<file path="src/rtl/busoff_pkg.sv">
package busoff_pkg;
  typedef enum logic [1:0] {
    ST_IDLE  = 2'd0,
    ST_HOLD  = 2'd1,
    ST_COUNT = 2'd2
  } recState_t;

  typedef struct packed {
    logic clearAll;
    logic runClear;
    logic runAdvance;
    logic finish;
  } dpStrobe_t;
endpackage

</file>
<file path="src/rtl/busoff_ctrl.sv">
module busoff_ctrl
  import busoff_pkg::*;
(
  input  logic      clk,
  input  logic      rstN,
  input  logic      bitStrobe,
  input  logic      busBit,
  input  logic      busOffEnter,
  input  logic      initWrEn,
  input  logic      initWrData,
  input  logic      runAtLast,
  input  logic      seqAtLast,
  output dpStrobe_t strobes,
  output logic      initBit
);
  recState_t state, nextState;
  logic      nextInit;

  always_comb begin
    strobes   = '0;
    nextState = state;
    nextInit  = initBit;
    case (state)
      ST_IDLE: begin
        if (busOffEnter) begin
          nextInit         = 1'b1;
          nextState        = ST_HOLD;
          strobes.clearAll = 1'b1;
        end else if (initWrEn) begin
          nextInit = initWrData;
        end
      end
      ST_HOLD: begin
        if (initWrEn) begin
          nextInit = initWrData;
          if (!initWrData) nextState = ST_COUNT;
        end
      end
      ST_COUNT: begin
        if (initWrEn) nextInit = initWrData;
        if (bitStrobe) begin
          if (!busBit) begin
            strobes.runClear = 1'b1;
          end else begin
            strobes.runAdvance = 1'b1;
            if (runAtLast && seqAtLast) begin
              strobes.finish = 1'b1;
              nextState      = ST_IDLE;
            end
          end
        end
      end
      default: nextState = ST_IDLE;
    endcase
  end

  always_ff @(posedge clk) begin
    if (!rstN) begin
      state   <= ST_IDLE;
      initBit <= 1'b0;
    end else begin
      state   <= nextState;
      initBit <= nextInit;
    end
  end

  assert_enter_sets_init_R2: assert property (@(posedge clk) disable iff (!rstN)
    (state == ST_IDLE && busOffEnter) |=> (initBit && state == ST_HOLD));

  assert_hold_keeps_init_R3: assert property (@(posedge clk) disable iff (!rstN)
    (state == ST_HOLD) |-> initBit);

  assert_finish_to_idle_R7: assert property (@(posedge clk) disable iff (!rstN)
    strobes.finish |=> (state == ST_IDLE));

  assert_offenter_ignored_R9: assert property (@(posedge clk) disable iff (!rstN)
    (state == ST_COUNT && busOffEnter && !strobes.finish) |=> (state == ST_COUNT));
endmodule

</file>
<file path="src/rtl/busoff_dp.sv">
module busoff_dp
  import busoff_pkg::*;
#(
  parameter int RUN_LEN   = 11,
  parameter int SEQ_COUNT = 129,
  localparam int RUN_W    = $clog2(RUN_LEN + 1),
  localparam int SEQ_W    = $clog2(SEQ_COUNT + 1)
) (
  input  logic             clk,
  input  logic             rstN,
  input  dpStrobe_t        strobes,
  output logic             runAtLast,
  output logic             seqAtLast,
  output logic [SEQ_W-1:0] seqCount,
  output logic             bit0Pulse,
  output logic             rstPulse,
  output logic             donePulse
);
  logic [RUN_W-1:0] runCount;

  assign runAtLast = (runCount == RUN_W'(RUN_LEN - 1));
  assign seqAtLast = (seqCount == SEQ_W'(SEQ_COUNT - 1));

  always_ff @(posedge clk) begin
    if (!rstN) begin
      runCount  <= '0;
      seqCount  <= '0;
      bit0Pulse <= 1'b0;
      rstPulse  <= 1'b0;
      donePulse <= 1'b0;
    end else begin
      bit0Pulse <= 1'b0;
      rstPulse  <= 1'b0;
      donePulse <= 1'b0;
      if (strobes.clearAll) begin
        runCount <= '0;
        seqCount <= '0;
      end else if (strobes.runClear) begin
        runCount <= '0;
      end else if (strobes.runAdvance) begin
        if (runAtLast) begin
          runCount  <= '0;
          bit0Pulse <= 1'b1;
          if (strobes.finish) begin
            seqCount  <= '0;
            rstPulse  <= 1'b1;
            donePulse <= 1'b1;
          end else begin
            seqCount <= seqCount + 1'b1;
          end
        end else begin
          runCount <= runCount + 1'b1;
        end
      end
    end
  end

  assert_run_bound_R6: assert property (@(posedge clk) disable iff (!rstN)
    runCount < RUN_W'(RUN_LEN));

  assert_dominant_keeps_seq_R5: assert property (@(posedge clk) disable iff (!rstN)
    strobes.runClear |=> (runCount == '0 && seqCount == $past(seqCount)));

  assert_seq_step_R4: assert property (@(posedge clk) disable iff (!rstN)
    (seqCount != $past(seqCount)) |-> (seqCount == $past(seqCount) + 1'b1 || seqCount == '0));

  assert_done_together_R7: assert property (@(posedge clk) disable iff (!rstN)
    donePulse |-> (rstPulse && bit0Pulse && seqCount == '0));
endmodule

</file>
<file path="src/rtl/busoff_recovery_seq.sv">
module busoff_recovery_seq
  import busoff_pkg::*;
#(
  parameter int RUN_LEN   = 11,
  parameter int SEQ_COUNT = 129,
  localparam int SEQ_W    = $clog2(SEQ_COUNT + 1)
) (
  input  logic             clk,
  input  logic             rstN,
  input  logic             bitStrobe,
  input  logic             busBit,
  input  logic             busOffEnter,
  input  logic             initWrEn,
  input  logic             initWrData,
  output logic             initBit,
  output logic [SEQ_W-1:0] recoverCount,
  output logic             bit0ErrReq,
  output logic             errCntReset,
  output logic             recoverDone
);
  dpStrobe_t strobes;
  logic      runAtLast;
  logic      seqAtLast;

  busoff_ctrl u_ctrl (
    .clk        (clk),
    .rstN       (rstN),
    .bitStrobe  (bitStrobe),
    .busBit     (busBit),
    .busOffEnter(busOffEnter),
    .initWrEn   (initWrEn),
    .initWrData (initWrData),
    .runAtLast  (runAtLast),
    .seqAtLast  (seqAtLast),
    .strobes    (strobes),
    .initBit    (initBit)
  );

  busoff_dp #(
    .RUN_LEN  (RUN_LEN),
    .SEQ_COUNT(SEQ_COUNT)
  ) u_dp (
    .clk      (clk),
    .rstN     (rstN),
    .strobes  (strobes),
    .runAtLast(runAtLast),
    .seqAtLast(seqAtLast),
    .seqCount (recoverCount),
    .bit0Pulse(bit0ErrReq),
    .rstPulse (errCntReset),
    .donePulse(recoverDone)
  );
endmodule

</file>
<file path="config.mk">
export PLATFORM = sky130hd
export DESIGN_NAME = busoff_recovery_seq
export DESIGN_NICKNAME = d
export VERILOG_FILES = /design/src/rtl/busoff_pkg.sv /design/src/rtl/busoff_ctrl.sv /design/src/rtl/busoff_dp.sv /design/src/rtl/busoff_recovery_seq.sv
export SDC_FILE = /design/constraint.sdc
export NUM_CORES = 1
export LEC_CHECK = 0
export BUFFER_PORTS_ARGS = -buffer_cell sky130_fd_sc_hd__buf_2
export CAP_MARGIN = 20
export CELL_PAD_IN_SITES_DETAIL_PLACEMENT = 0
export CELL_PAD_IN_SITES_GLOBAL_PLACEMENT = 1
export CORE_MARGIN = 2
export CORE_UTILIZATION = 40
export DETAILED_ROUTE_END_ITERATION = 6
export GPL_ROUTABILITY_DRIVEN = 0
export PLACE_DENSITY = 0.79
export SLEW_MARGIN = 0
export SYNTH_ARGS = -nofsm -noshare
export SYNTH_HDL_FRONTEND = slang
export SYNTH_HIERARCHICAL = 1
export SYNTH_SLANG_ARGS = --single-unit
</file>
<file path="constraint.sdc">
create_clock -name clk -period 2.1 [get_ports clk]
set_input_delay 0.63 -clock clk [delete_from_list [all_inputs] [get_ports clk]]
set_output_delay 0.63 -clock clk [all_outputs]
set_load 0.03 [all_outputs]
</file>
# After elaboration in Yosys (flattened, before gate mapping)
# Index checks and enable logic that the tools add are counted.
# word_totals
regBits	17
out_inout_bits	12
word_cells	53
# classes
n_addsub	2
n_eq_ne	10
muxes	21
bitwise	4
n_reduce_logical	10
# op_table
op	n
two-way mux 2 bit	7
!= test 2 bit, second input constant	5
adder 8 x 1 -> 8 bit, second input constant	1
equality test 8 bit, second input constant	1
two-way mux 1 bit	8
two-way mux 8 bit	1
two-way mux 3 bit	2
one-hot mux 2 bit (3 select lines)	1
AND reduction 6 bit	1
OR reduction 5 bit	1
adder 4 x 1 -> 4 bit, second input constant	1
equality test 4 bit, second input constant	1
two-way mux 4 bit	1
NOT 1 bit	4
OR reduction 2 bit	2
OR reduction 4 bit	1
AND reduction 3 bit	1
OR reduction 3 bit	1
equality test 2 x 1 -> 1 bit, second input constant	1
equality test 2 bit, second input constant	1
zero test 2 bit	1
!= test 2 x 1 -> 1 bit, second input constant	1
one-hot mux 1 bit (2 select lines)	1
nonzero test 2 bit	1
logical AND 1 bit	1

# Longest topological paths before layout
# Gate-level depths: netlist (run 1).
# depth
ltp_word	8
mapped_depth	9
mapped_depth_nobuf	9

# Cells and area by module
# Netlist (run 1), hierarchy kept.
# by_module_without_submodules
mod	n_inst	cells_per_inst	area_each_um2	seq_area_each_um2
busoff_dp	1	86	750.7	280.3
busoff_ctrl	1	33	296.5	60.1

# Worst setup path after synthesis (run 1)
# OpenSTA, ideal clock, no wires.
# synth_timing
path_type	register -> register
start	reg u_dp.seqCount[0]
end	reg u_dp.seqCount[7]
setup_time_ps	70
arrival_time_ps	1961
required_time_ps	2030
path_slack_ps	68
stages_incl_launch_ff	10
path_buffers	0
path_cell_list	dfxtp_1 inv_1 ha_1 nor4b_1 and3_1 nand4_1 nor2_1 nor4_4 nand4b_1 a21oi_1
# synth_rtl
element	line	source
from (decl)	busoff_dp.sv:14	output logic [SEQ_W-1:0] seqCount,
from (signal assigned)	busoff_dp.sv:49	seqCount <= seqCount + 1'b1;

==> results of run 1 <==
-- where the power goes --
part / internal, mW / total [mW] / leakage, nW / switching [mW]
clock network: 0.0739 / 0.178 / 0.0150 / 0.104
logic: 0.0916 / 0.216 / 0.423 / 0.124
registers: 0.341 / 0.361 / 0.138 / 0.0200
-- state kept, by name (all words and copies together), names as in the netlist --
register	cells
u_ctrl/state	2
u_dp/runCount	4
u_dp/bit0Pulse	1
u_ctrl/initBit	1
u_dp/donePulse	1
u_dp/seqCount	8
-- layer usage --
metal	GRT usage, %	vias up	wire, um	part of all wire, %
li1	-	478	-	-
met1	22.1	445	1150	48
met2	32.5	8	1160	49
met3	4.84	2	58	2.4
met4	3.66	0	10	0.42
met5	0	-	0	0
-- kinds of logic after synthesis --
logic type                 Yosys count  synth area share (%)
and+or+nand+nor                     52                  32.5
buffers and inverters               11                  4.42
DFF                                 17                  32.5
AOI/OAI and AO/OA                   26                  16.2
muxes                                2                  1.91
adders and majority gates            9                  10.8
xor gates and xnor gates             2                  1.67
-- critical path, cell delays in order (launching register included) --
cell and delay [ns]:
sky130_fd_sc_hd__dfxtp_1 0.36, sky130_fd_sc_hd__inv_1 0.14, sky130_fd_sc_hd__ha_1 0.20, sky130_fd_sc_hd__and3_1 0.25, sky130_fd_sc_hd__nand4b_4 0.15, sky130_fd_sc_hd__nor3_2 0.27
sky130_fd_sc_hd__o21ai_0 0.15, sky130_fd_sc_hd__a32o_1 0.28
-- final timing paths --
check                        start                to  slack [ns]  depth (start not counted)
hold reg to reg   u_dp/seqCount[0]  u_dp/seqCount[0]        0.50                          2
setup reg to reg   u_ctrl/state[0]  u_dp/seqCount[3]        0.22                          7
setup / recovery   u_ctrl/state[0]  u_dp/seqCount[3]        0.22                          7
hold / removal    u_dp/seqCount[0]  u_dp/seqCount[0]        0.50                          2
-- placed cells by master, fill, tap and decap left out, types with 2 or more instances in the layout --
cell type and n:
sky130_fd_sc_hd__nor2b_1 4, sky130_fd_sc_hd__mux2i_1 2, sky130_fd_sc_hd__ha_1 9, sky130_fd_sc_hd__nor3_1 2, sky130_fd_sc_hd__buf_4 9, sky130_fd_sc_hd__nand2_1 11
sky130_fd_sc_hd__inv_1 6, sky130_fd_sc_hd__clkbuf_4 3, sky130_fd_sc_hd__and3_1 4, sky130_fd_sc_hd__o21ai_1 3, sky130_fd_sc_hd__a21oi_1 7, sky130_fd_sc_hd__buf_2 18
sky130_fd_sc_hd__a31oi_1 2, sky130_fd_sc_hd__nor3b_1 5, sky130_fd_sc_hd__nor2_1 6, sky130_fd_sc_hd__nand3_1 4, sky130_fd_sc_hd__dfxtp_1 17, sky130_fd_sc_hd__o21ai_0 6
sky130_fd_sc_hd__a32o_1 3
-- stage by stage --
stage	cell area (sq um)	worst slack, ns
4_1_cts	1230	0.134
3_5_place_dp	1200	0.157
6_report	1250	0.221
5_1_grt	1250	0.0112
2_1_floorplan	1050	0.0682
3_3_place_gp	1200	0.187
-- final cells by class --
class	count	area, sq um
Inverter	6	22.5
Clock buffer	4	26.3
Tap cell	30	37.5
Multi-Input combinational cell	91	669
Timing Repair Buffer	27	158
Sequential cell	17	340
Fill cell	261	1220
-- repair_timing --
action / 4_1_cts / 5_1_grt
setup buffers: 0 / 2
resized for setup: 0 / 2
hold buffers: 0 / 0
endpoints found under the hold margin: 0 / 0
setup endpoints to repair: 0 / 7
==> parameters.txt, run 1 <==
Parameter                              Value

Clocking
  CTS sink cnt    17
  CTS tree    built
  Clock tree root driver cell    sky130_fd_sc_hd__clkbuf_4
  Total CTS buffers    3
  Maximum level of the CTS H-tree    1
  Buffers from clock root to sink, at most    2
  Insertion delay of the later-clocked pin in the worst-skew pair    between 0.2 and 0.3 ns
  Reg clk slew, reported paths    0.10 ns

Global routing
  Total grt overflow    0
  First-pass GRT wire length    4000 um
  Number of antenna violations at the first check in global routing    0
  Number of global-route vias before repair    901
  Global routing usage summed across all routing layers    18.3%
  Pin count of the biggest net entering global routing    10

Synth
  Synthesized area per cell    8.80 sq um
  Number of unique standard cell types used by synthesis    42
  Number of instances in the synthesized netlist    119
  Synthesized net count    135
  Cells taking the most area after synthesis    sky130_fd_sc_hd__dfxtp_1, sky130_fd_sc_hd__ha_1, sky130_fd_sc_hd__nand2_1
  Share of synthesized flip-flops with an asynchronous set or reset    0%
  Post-synth top flop    sky130_fd_sc_hd__dfxtp_1
  FF+latch count, synth    17
  Synth warn    6
  Top cell type by total area after synthesis    sky130_fd_sc_hd__dfxtp_1
  Most repeated cell in the gate-level netlist after synthesis    sky130_fd_sc_hd__dfxtp_1
  Top post-synthesis cells by count    sky130_fd_sc_hd__dfxtp_1, sky130_fd_sc_hd__nand2_1, sky130_fd_sc_hd__ha_1
  Post-synth top area share    32.5%
  Syn Std Cell Area    1050 sq um
  Count of flip-flops with a built-in enable after synthesis    0
  Register area share after synthesis    32.5%

Die
  Number of placement rows    18
  Die boundary height    roughly 55 um
  Full die area    3040 sq um
  Core area    roughly 2500 sq um
  Starting density of the core    42.3%
  Die W    ~55 um
  Number of primary I/O pins    19

Critical path
  Category of the worst setup path launch point    flop
  Worst-path fanout max    5
  Required time at the worst-slack endpoint    2.30 ns
  CP Class    reg -> reg
  CP Data Arrival Time    2.07 ns
  Crit path capture type    flop

Finish
  Layout cell share with drive strength beyond 1    between 20 and 30%
  Area growth from synthesis to final layout    19.7%
  Post-layout instance count excluding filler cells    175
  Share of the core filled with cells    around half
  Nets    162
  Count of antenna diodes in the layout    0

STA
  Clock tree skew after final layout    between 0.007 and 0.008 ns
  RSZ-0062 raised after global routing    no
  Setup violators final    0
  Sum of negative setup slack    0 ns
  Transition time at the pin with the least slew margin    around 0.36 ns
  Number of max-slew violations in the final report    0
  Peak Freq    532 MHz
  Minimum clock period    between 1.5 and 2 ns
  Number of hold violations in the final report    0
  Final clock period utilization by the worst path    ~89%
  Final-layout worst hold slack    0.499 ns
  Worst max-slew margin expressed relative to the limit    75.9%

Worst hold path
  Class of the tightest hold or removal check    reg -> reg

Placed design
  DP HPWL    1730 um
  # port buffers    18
  Count of placed standard cells including taps    roughly 170

Power and ir drop
  Power density cells    602 nW/um^2
  Leakage power of the design    0.575 nW
  Total power    ~0.76 mW
  Worst IR Drop VDD    0.343 mV

Routing
  Number of routed nets with antenna violations    0
  Remaining DRCs    0
  Avg WL per Cell    13.6 um
  Via Count    933
  Total iterations of the first detailed-routing run    4
  DR iter-0 viols    17
  Via density    5.33
  Routed Wire Length    between 2000 and 2500 um

Status
  Status    complete, no violations

Run
  Max-cap violation count    0
No activity file was read; power rests on OpenSTA's default activity.
==> inputs of run 2 (changes only) <==
--- a/config.mk
+++ b/config.mk
@@ -9,6 +9,7 @@
 export CAP_MARGIN = 20
 export CELL_PAD_IN_SITES_DETAIL_PLACEMENT = 0
 export CELL_PAD_IN_SITES_GLOBAL_PLACEMENT = 1
+export CORE_ASPECT_RATIO = 2
 export CORE_MARGIN = 2
 export CORE_UTILIZATION = 40
 export DETAILED_ROUTE_END_ITERATION = 6
==> run 2 against run 1 <==
Against the previous run: non-clock buffer count increased by 1; sequential share of layout area down 0.64 points; combinational power is essentially flat; largest cell class unchanged; highest routed layer unchanged; final area increased by 2.4%.
==> parameters.txt, run 2 (same netlist as run 1, synthesis figures left out) <==
Parameter                              Value

Clocking
  CTS sink cnt    17 (unchanged)
  Reg clk slew, reported paths    0.07 ns (was 0.10 ns)
  CTS tree    built (unchanged)
  Maximum level of the CTS H-tree    1 (unchanged)
  Total setup buffers inserted after CTS    0 (unchanged)
  CTS-repair resized insts    0 (unchanged)
  Clock tree root driver cell    sky130_fd_sc_hd__clkbuf_8 (was sky130_fd_sc_hd__clkbuf_4)
  Insertion delay of the later-clocked pin in the worst-skew pair    0.25 ns (was 0.29 ns)
  Buffers from clock root to sink, at most    2 (unchanged)
  Total CTS buffers    3 (unchanged)
  Post-CTS Hold Fix Bufs    0 (unchanged)

STA
  Peak Freq    534 MHz (was 532 MHz)
  Setup violators final    0 (unchanged)
  Clock tree skew after final layout    0.00169 ns (was 0.00729 ns)
  Number of max-slew violations in the final report    0 (unchanged)
  Final clock period utilization by the worst path    89.3% (was 89.5%)
  Final-layout worst hold slack    0.527 ns (was 0.499 ns)
  Minimum clock period    1.87 ns (was 1.88 ns)
  Worst max-slew margin expressed relative to the limit    62.8% (was 75.9%)
  RSZ-0062 raised after global routing    no (unchanged)
  Number of hold violations in the final report    0 (unchanged)
  Transition time at the pin with the least slew margin    0.557 ns (was 0.361 ns)
  Sum of negative setup slack    0 ns (unchanged)

Die
  Die boundary height    76.4 um (was 55.2 um)
  Core area    2540 sq um (was 2480 sq um)
  Number of primary I/O pins    19 (unchanged)
  Starting density of the core    41.3% (was 42.3%)
  Number of placement rows    26 (was 18)
  Die W    40.2 um (was 55.2 um)
  Full die area    3070 sq um (was 3040 sq um)

Power and ir drop
  Worst IR Drop VDD    0.434 mV (was 0.343 mV)
  Leakage power of the design    0.591 nW (was 0.575 nW)
  Power density cells    644 nW/um^2 (was 602 nW/um^2)

Finish
  Area growth from synthesis to final layout    22.6% (was 19.7%)
  Most common library cell in the layout ignoring fill and taps    sky130_fd_sc_hd__buf_2 (unchanged)
  Number of flip-flops in the largest register    8 (unchanged)
  Top register by number of flip-flops    u_dp/seqCount (unchanged)
  Count of antenna diodes in the layout    0 (unchanged)
  Most frequent cells in the layout    sky130_fd_sc_hd__buf_2, sky130_fd_sc_hd__dfxtp_1, sky130_fd_sc_hd__nand2_1, sky130_fd_sc_hd__buf_4, sky130_fd_sc_hd__ha_1 (unchanged)
  Nets    163 (was 162)
  Number of filler cells placed in the layout    249 (was 261)
  Top flop regs    u_dp/seqCount x8, u_dp/runCount x4, u_ctrl/state x2 (unchanged)
  Layout cell share with drive strength beyond 1    27.4% (was 27.6%)

Routing
  Remaining DRCs    0 (unchanged)
  Via Count    990 (was 933)
  Routed Wire Length    2460 um (was 2370 um)
  Avg WL per Cell    14.1 um (was 13.6 um)
  Number of routed nets with antenna violations    0 (unchanged)
  Via density    5.69 (was 5.33)
  Total iterations of the first detailed-routing run    5 (was 4)
  DR iter-0 viols    23 (was 17)

Run
  Max-cap violation count    0 (unchanged)

Global routing
  Global routing usage summed across all routing layers    18.9% (was 18.3%)
  First-pass GRT wire length    4140 um (was 4000 um)
  Number of antenna violations at the first check in global routing    0 (unchanged)
  Total grt overflow    0 (unchanged)
  Pin count of the biggest net entering global routing    14 (was 10)
  Number of global-route vias before repair    984 (was 901)

Critical path
  Required time at the worst-slack endpoint    2.24 ns (was 2.30 ns)
  Worst-path fanout max    5 (unchanged)
  Crit path capture type    flop (unchanged)
  CP Data Arrival Time    2.02 ns (was 2.07 ns)
  CP Class    reg -> reg (unchanged)
  Category of the worst setup path launch point    flop (unchanged)

Worst hold path
  Class of the tightest hold or removal check    reg -> reg (unchanged)

Status
  Status    complete, no violations (unchanged)

Placed design
  DP HPWL    1950 um (was 1730 um)
  # port buffers    18 (unchanged)
==> run 2: worst paths after layout <==
check                  startpoint                to  slack (ns)  cells past startpoint
setup reg to reg  u_ctrl/state[0]  u_dp/seqCount[3]        0.23                      7
setup / recovery  u_ctrl/state[0]  u_dp/seqCount[3]        0.23                      7
hold / removal    u_ctrl/state[1]   u_ctrl/state[1]        0.53                      2
hold reg to reg   u_ctrl/state[1]   u_ctrl/state[1]        0.53                      2
==> run 2: power breakdown <==
part           switching, mW  internal, mW
Clock                  0.111         0.135
Combinational          0.130        0.0888
Sequential            0.0204         0.341
==> run 2: layer usage <==
layer / GRT usage, % / part of all wire [%]
met3: 2.92 / 4.1
met1: 17.6 / 35
met2: 33.9 / 57
met4: 11.0 / 3.5
met5: 0 / 0
==> run 2: stage by stage <==
step | utilization (%) | instance area, sq um | std cells | total power [mW] | setup WS, ns
2_1_floorplan | - | 1050 | 119 | 0.528 | 0.0682
3_3_place_gp | 48.7 | 1240 | 170 | 0.577 | 0.190
3_5_place_dp | 48.7 | 1240 | 170 | 0.589 | 0.166
4_1_cts | 50.5 | 1280 | 174 | 0.835 | 0.176
5_1_grt | 50.6 | 1280 | 174 | 0.876 | 0.0583
6_report | 50.6 | 1280 | 174 | 0.827 | 0.226
==> run 2: final cells by class <==
cell class / count / area [sq um] / area share [%]
flip-flops and latches: 17 / 340 / 26.5
multi-input cells: 91 / 663 / 51.7
clock buffers: 4 / 45.0 / 3.51
inverters: 6 / 22.5 / 1.75
well taps: 28 / 35.0 / 2.73
repair buffers: 28 / 178 / 13.8
==> run 2: critical path: stages (launching register included) <==
cell and delay (ns):
sky130_fd_sc_hd__dfxtp_1 0.35, sky130_fd_sc_hd__inv_1 0.14, sky130_fd_sc_hd__ha_1 0.20, sky130_fd_sc_hd__and3_1 0.25
sky130_fd_sc_hd__nand4b_4 0.15, sky130_fd_sc_hd__nor3_2 0.25, sky130_fd_sc_hd__o21ai_0 0.15, sky130_fd_sc_hd__a32o_1 0.27
==> inputs of run 3 (changes only) <==
--- a/config.mk
+++ b/config.mk
@@ -9,14 +9,12 @@
 export CAP_MARGIN = 20
 export CELL_PAD_IN_SITES_DETAIL_PLACEMENT = 0
 export CELL_PAD_IN_SITES_GLOBAL_PLACEMENT = 1
-export CORE_ASPECT_RATIO = 2
 export CORE_MARGIN = 2
-export CORE_UTILIZATION = 40
+export CORE_UTILIZATION = 42
 export DETAILED_ROUTE_END_ITERATION = 6
 export GPL_ROUTABILITY_DRIVEN = 0
-export PLACE_DENSITY = 0.79
+export PLACE_DENSITY = 0.83
 export SLEW_MARGIN = 0
 export SYNTH_ARGS = -nofsm -noshare
 export SYNTH_HDL_FRONTEND = slang
-export SYNTH_HIERARCHICAL = 1
 export SYNTH_SLANG_ARGS = --single-unit
==> constraint.sdc (replaced) <==
create_clock -name clk -period 2.2 [get_ports clk]
set_input_delay 0.66 -clock clk [delete_from_list [all_inputs] [get_ports clk]]
set_output_delay 0.66 -clock clk [all_outputs]
set_load 0.03 [all_outputs]
==> run 3 against run 2 <==
Against the previous run: hold slack worse by 0.018 ns; largest power group unchanged; critical path type unchanged; synthesized cell count shrank 7.6%; register-to-register slack better by 0.097 ns.
==> parameters.txt, run 3 <==
Parameter                              Value

Status
  Status    complete, no violations (unchanged)

Global routing
  First-pass GRT wire length    3420 um (was 4140 um)
  Total grt overflow    0 (unchanged)
  Number of antenna violations at the first check in global routing    0 (unchanged)
  Met1 Resource Use GR    20.4% (was 17.6%)
  Top Usage Layer GRT    met2 (unchanged)
  GR met2 Demand/Resource    29.3% (was 33.9%)
  Global routing usage summed across all routing layers    16.9% (was 18.9%)
  M3 GR Usage    6.03% (was 2.92%)
  Pin count of the biggest net entering global routing    10 (was 14)
  Number of global-route vias before repair    780 (was 984)

Synth
  Top post-synthesis cells by count    sky130_fd_sc_hd__dfxtp_1, sky130_fd_sc_hd__nand2_1, sky130_fd_sc_hd__nor2_1 (was sky130_fd_sc_hd__dfxtp_1, sky130_fd_sc_hd__nand2_1, sky130_fd_sc_hd__ha_1)
  Number of unique standard cell types used by synthesis    34 (was 42)
  Synthesized net count    125 (was 135)
  FF+latch count, synth    17 (unchanged)
  Number of instances in the synthesized netlist    110 (was 119)
  Share of synthesized flip-flops with an asynchronous set or reset    0% (unchanged)
  Top cell type by total area after synthesis    sky130_fd_sc_hd__dfxtp_1 (unchanged)
  Synthesized area per cell    8.64 sq um (was 8.80 sq um)
  Most repeated cell in the gate-level netlist after synthesis    sky130_fd_sc_hd__dfxtp_1 (unchanged)
  Post-synth top area share    35.8% (was 32.5%)
  Register area share after synthesis    35.8% (was 32.5%)
  Post-synth top flop    sky130_fd_sc_hd__dfxtp_1 (unchanged)
  Cells taking the most area after synthesis    sky130_fd_sc_hd__dfxtp_1, sky130_fd_sc_hd__ha_1, sky130_fd_sc_hd__xnor2_1 (was sky130_fd_sc_hd__dfxtp_1, sky130_fd_sc_hd__ha_1, sky130_fd_sc_hd__nand2_1)
  Syn Std Cell Area    951 sq um (was 1050 sq um)
  Synth warn    0 (was 6)
  Count of flip-flops with a built-in enable after synthesis    0 (unchanged)

Finish
  Top register by number of flip-flops    u_dp.seqCount (was u_dp/seqCount)
  Number of flip-flops in the largest register    8 (unchanged)
  Most frequent cells in the layout    sky130_fd_sc_hd__buf_2, sky130_fd_sc_hd__dfxtp_1, sky130_fd_sc_hd__nand2_1, sky130_fd_sc_hd__nor2_1 (was sky130_fd_sc_hd__buf_2, sky130_fd_sc_hd__dfxtp_1, sky130_fd_sc_hd__nand2_1, sky130_fd_sc_hd__buf_4, sky130_fd_sc_hd__ha_1)
  Footprint of the flip-flops and latches    340 sq um (unchanged)
  Count of antenna diodes in the layout    0 (unchanged)
  Nets    146 (was 163)
  Most common library cell in the layout ignoring fill and taps    sky130_fd_sc_hd__buf_2 (unchanged)
  Post-layout instance count excluding filler cells    158 (was 174)
  Final standard cell area without fillers    1090 sq um (was 1280 sq um)
  Layout cell share with drive strength beyond 1    19.2% (was 27.4%)
  Top flop regs    u_dp.seqCount x8, u_dp.runCount x4, u_ctrl.state x2 (was u_dp/seqCount x8, u_dp/runCount x4, u_ctrl/state x2)
  Multi-input gate area    577 sq um (was 663 sq um)
  Number of filler cells placed in the layout    234 (was 249)
  Share of the core filled with cells    50.3% (was 50.6%)
  Area growth from synthesis to final layout    14.7% (was 22.6%)

Die
  Starting density of the core    43.8% (was 41.3%)
  Full die area    2660 sq um (was 3070 sq um)
  Number of primary I/O pins    19 (unchanged)
  Core area    2170 sq um (was 2540 sq um)
  Die boundary height    51.6 um (was 76.4 um)
  Number of placement rows    17 (was 26)
  Die W    51.6 um (was 40.2 um)

Clocking
  Post-CTS Hold Fix Bufs    0 (unchanged)
  CTS tree    built (unchanged)
  Clock tree root driver cell    sky130_fd_sc_hd__clkbuf_4 (was sky130_fd_sc_hd__clkbuf_8)
  Total CTS buffers    3 (unchanged)
  Total setup buffers inserted after CTS    0 (unchanged)
  Buffers from clock root to sink, at most    2 (unchanged)
  CTS sink cnt    17 (unchanged)
  Reg clk slew, reported paths    0.10 ns (was 0.07 ns)
  Insertion delay of the later-clocked pin in the worst-skew pair    0.30 ns (was 0.25 ns)
  Maximum level of the CTS H-tree    1 (unchanged)
  CTS-repair resized insts    0 (unchanged)

Placed design
  Count of placed standard cells including taps    154 (was 170)
  # port buffers    18 (unchanged)
  DP HPWL    1430 um (was 1950 um)
  Place WS    0.355 ns (was 0.166 ns)
  Dpl cell area    1060 sq um (was 1240 sq um)

STA
  Transition time at the pin with the least slew margin    0.444 ns (was 0.557 ns)
  Sum of negative setup slack    0 ns (unchanged)
  Minimum clock period    1.88 ns (was 1.87 ns)
  Worst max-slew margin expressed relative to the limit    70.2% (was 62.8%)
  Setup slack after layout    0.323 ns (was 0.226 ns)
  Final-layout worst hold slack    0.509 ns (was 0.527 ns)
  Peak Freq    533 MHz (was 534 MHz)
  Final clock period utilization by the worst path    85.3% (was 89.3%)
  Setup violators final    0 (unchanged)
  Number of max-slew violations in the final report    0 (unchanged)
  Clock tree skew after final layout    0.00660 ns (was 0.00169 ns)
  Number of hold violations in the final report    0 (unchanged)
  RSZ-0062 raised after global routing    no (unchanged)

Power and ir drop
  Total power    0.730 mW (was 0.827 mW)
  Leakage power of the design    0.432 nW (was 0.591 nW)
  Worst IR Drop VDD    0.499 mV (was 0.434 mV)
  Power density cells    669 nW/um^2 (was 644 nW/um^2)

Routing
  Total iterations of the first detailed-routing run    4 (was 5)
  Via density    5.19 (was 5.69)
  Via Count    820 (was 990)
  DR iter-0 viols    11 (was 23)
  Remaining DRCs    0 (unchanged)
  Avg WL per Cell    12.1 um (was 14.1 um)
  Routed Wire Length    1910 um (was 2460 um)
  Number of routed nets with antenna violations    0 (unchanged)

Critical path
  Capture point of the worst reg-to-reg path    u_dp.seqCount[3] (was u_dp/seqCount[3])
  Top cell family by delay on the critical path    simple AND/OR/NAND/NOR gates (unchanged)
  Slowest-stage cell, CP    sky130_fd_sc_hd__or4b_4 (was sky130_fd_sc_hd__dfxtp_1)
  Required time at the worst-slack endpoint    2.38 ns (was 2.24 ns)
  Worst-path fanout max    7 (was 5)
  Crit path capture type    flop (unchanged)
  Cell count along the critical path    6 (was 7)
  Category of the worst setup path launch point    flop (unchanged)
  CP Data Arrival Time    2.06 ns (was 2.02 ns)
  CP Class    reg -> reg (unchanged)
  Minimum setup slack among reg-to-reg paths    0.32 ns (was 0.23 ns)
  Biggest cell delay along the critical path    0.48 ns (was 0.35 ns)
  CP startpoint    u_dp.seqCount[0] (was u_ctrl/state[0])
  Startpoint of the most critical register-to-register path    u_dp.seqCount[0] (was u_ctrl/state[0])
  Worst r2r path cells    6 (was 7)
  Buf/Inv on CP    1 (unchanged)
  Critical-path cell list    inv_1 > ha_1 > or4b_4 > or2_1 > o21ai_2 > nor2_1 (was inv_1 > ha_1 > and3_1 > nand4b_4 > nor3_2 > o21ai_0 > a32o_1)

Worst hold path
  Class of the tightest hold or removal check    reg -> reg (unchanged)
  WHS Endpoint    u_dp.runCount[3] (was u_ctrl/state[1])
  Hold path startpoint    u_dp.runCount[3] (was u_ctrl/state[1])
  Hold path cells    2 (unchanged)

Run
  Max-cap violation count    0 (unchanged)
==> run 3: worst max-delay path by stage <==
stage                             endpoint  slack (ns)
after global routing      u_dp.seqCount[3]        0.22
after detailed placement  u_dp.seqCount[7]        0.35
after CTS                 u_dp.seqCount[7]        0.33
after floorplan            u_ctrl.state[0]        0.33
after global placement     u_ctrl.state[1]        0.39
final                     u_dp.seqCount[3]        0.32
==> run 3: worst reg2reg max path, delay by kind of cell (launching register included) <==
family / cells / cell delay (ns)
and+or+nand+nor: 3 / 0.86
adders and majority gates: 1 / 0.15
AOI/OAI and AO/OA: 1 / 0.27
DFF: 1 / 0.38
buffers and inverters: 1 / 0.10
==> run 3: cells by family (layout without fill, tap and decap cells) <==
family	after synthesis	count (layout)	share of synthesized area, %
xor+xnor	7	7	6.45
mux	1	1	1.05
buf+inv	8	28	3.55
fa+ha+maj	8	8	10.5
compound gates	20	20	14.2
flops	17	17	35.8
simple gates	49	49	28.4
==> run 3: area by class of cell <==
type / count / share of cell area [%]
repair buffers: 18 / 8.26
multi-input cells: 85 / 52.9
flip-flops and latches: 17 / 31.2
well taps: 28 / 3.21
clock buffers: 4 / 2.41
inverters: 6 / 2.06
==> run 3: report_power, final <==
part,total (mW),switching (mW),internal [mW]
clock,0.170,0.0997,0.0707
sequential,0.350,0.0227,0.327
combinational,0.210,0.124,0.0862
total,0.730,0.246,0.484
==> run 3: metal layers <==
layer	wire length [um]	share of wire [%]
met4	9	0.47
met5	0	0
met3	121	6.3
met2	946	50
met1	829	43
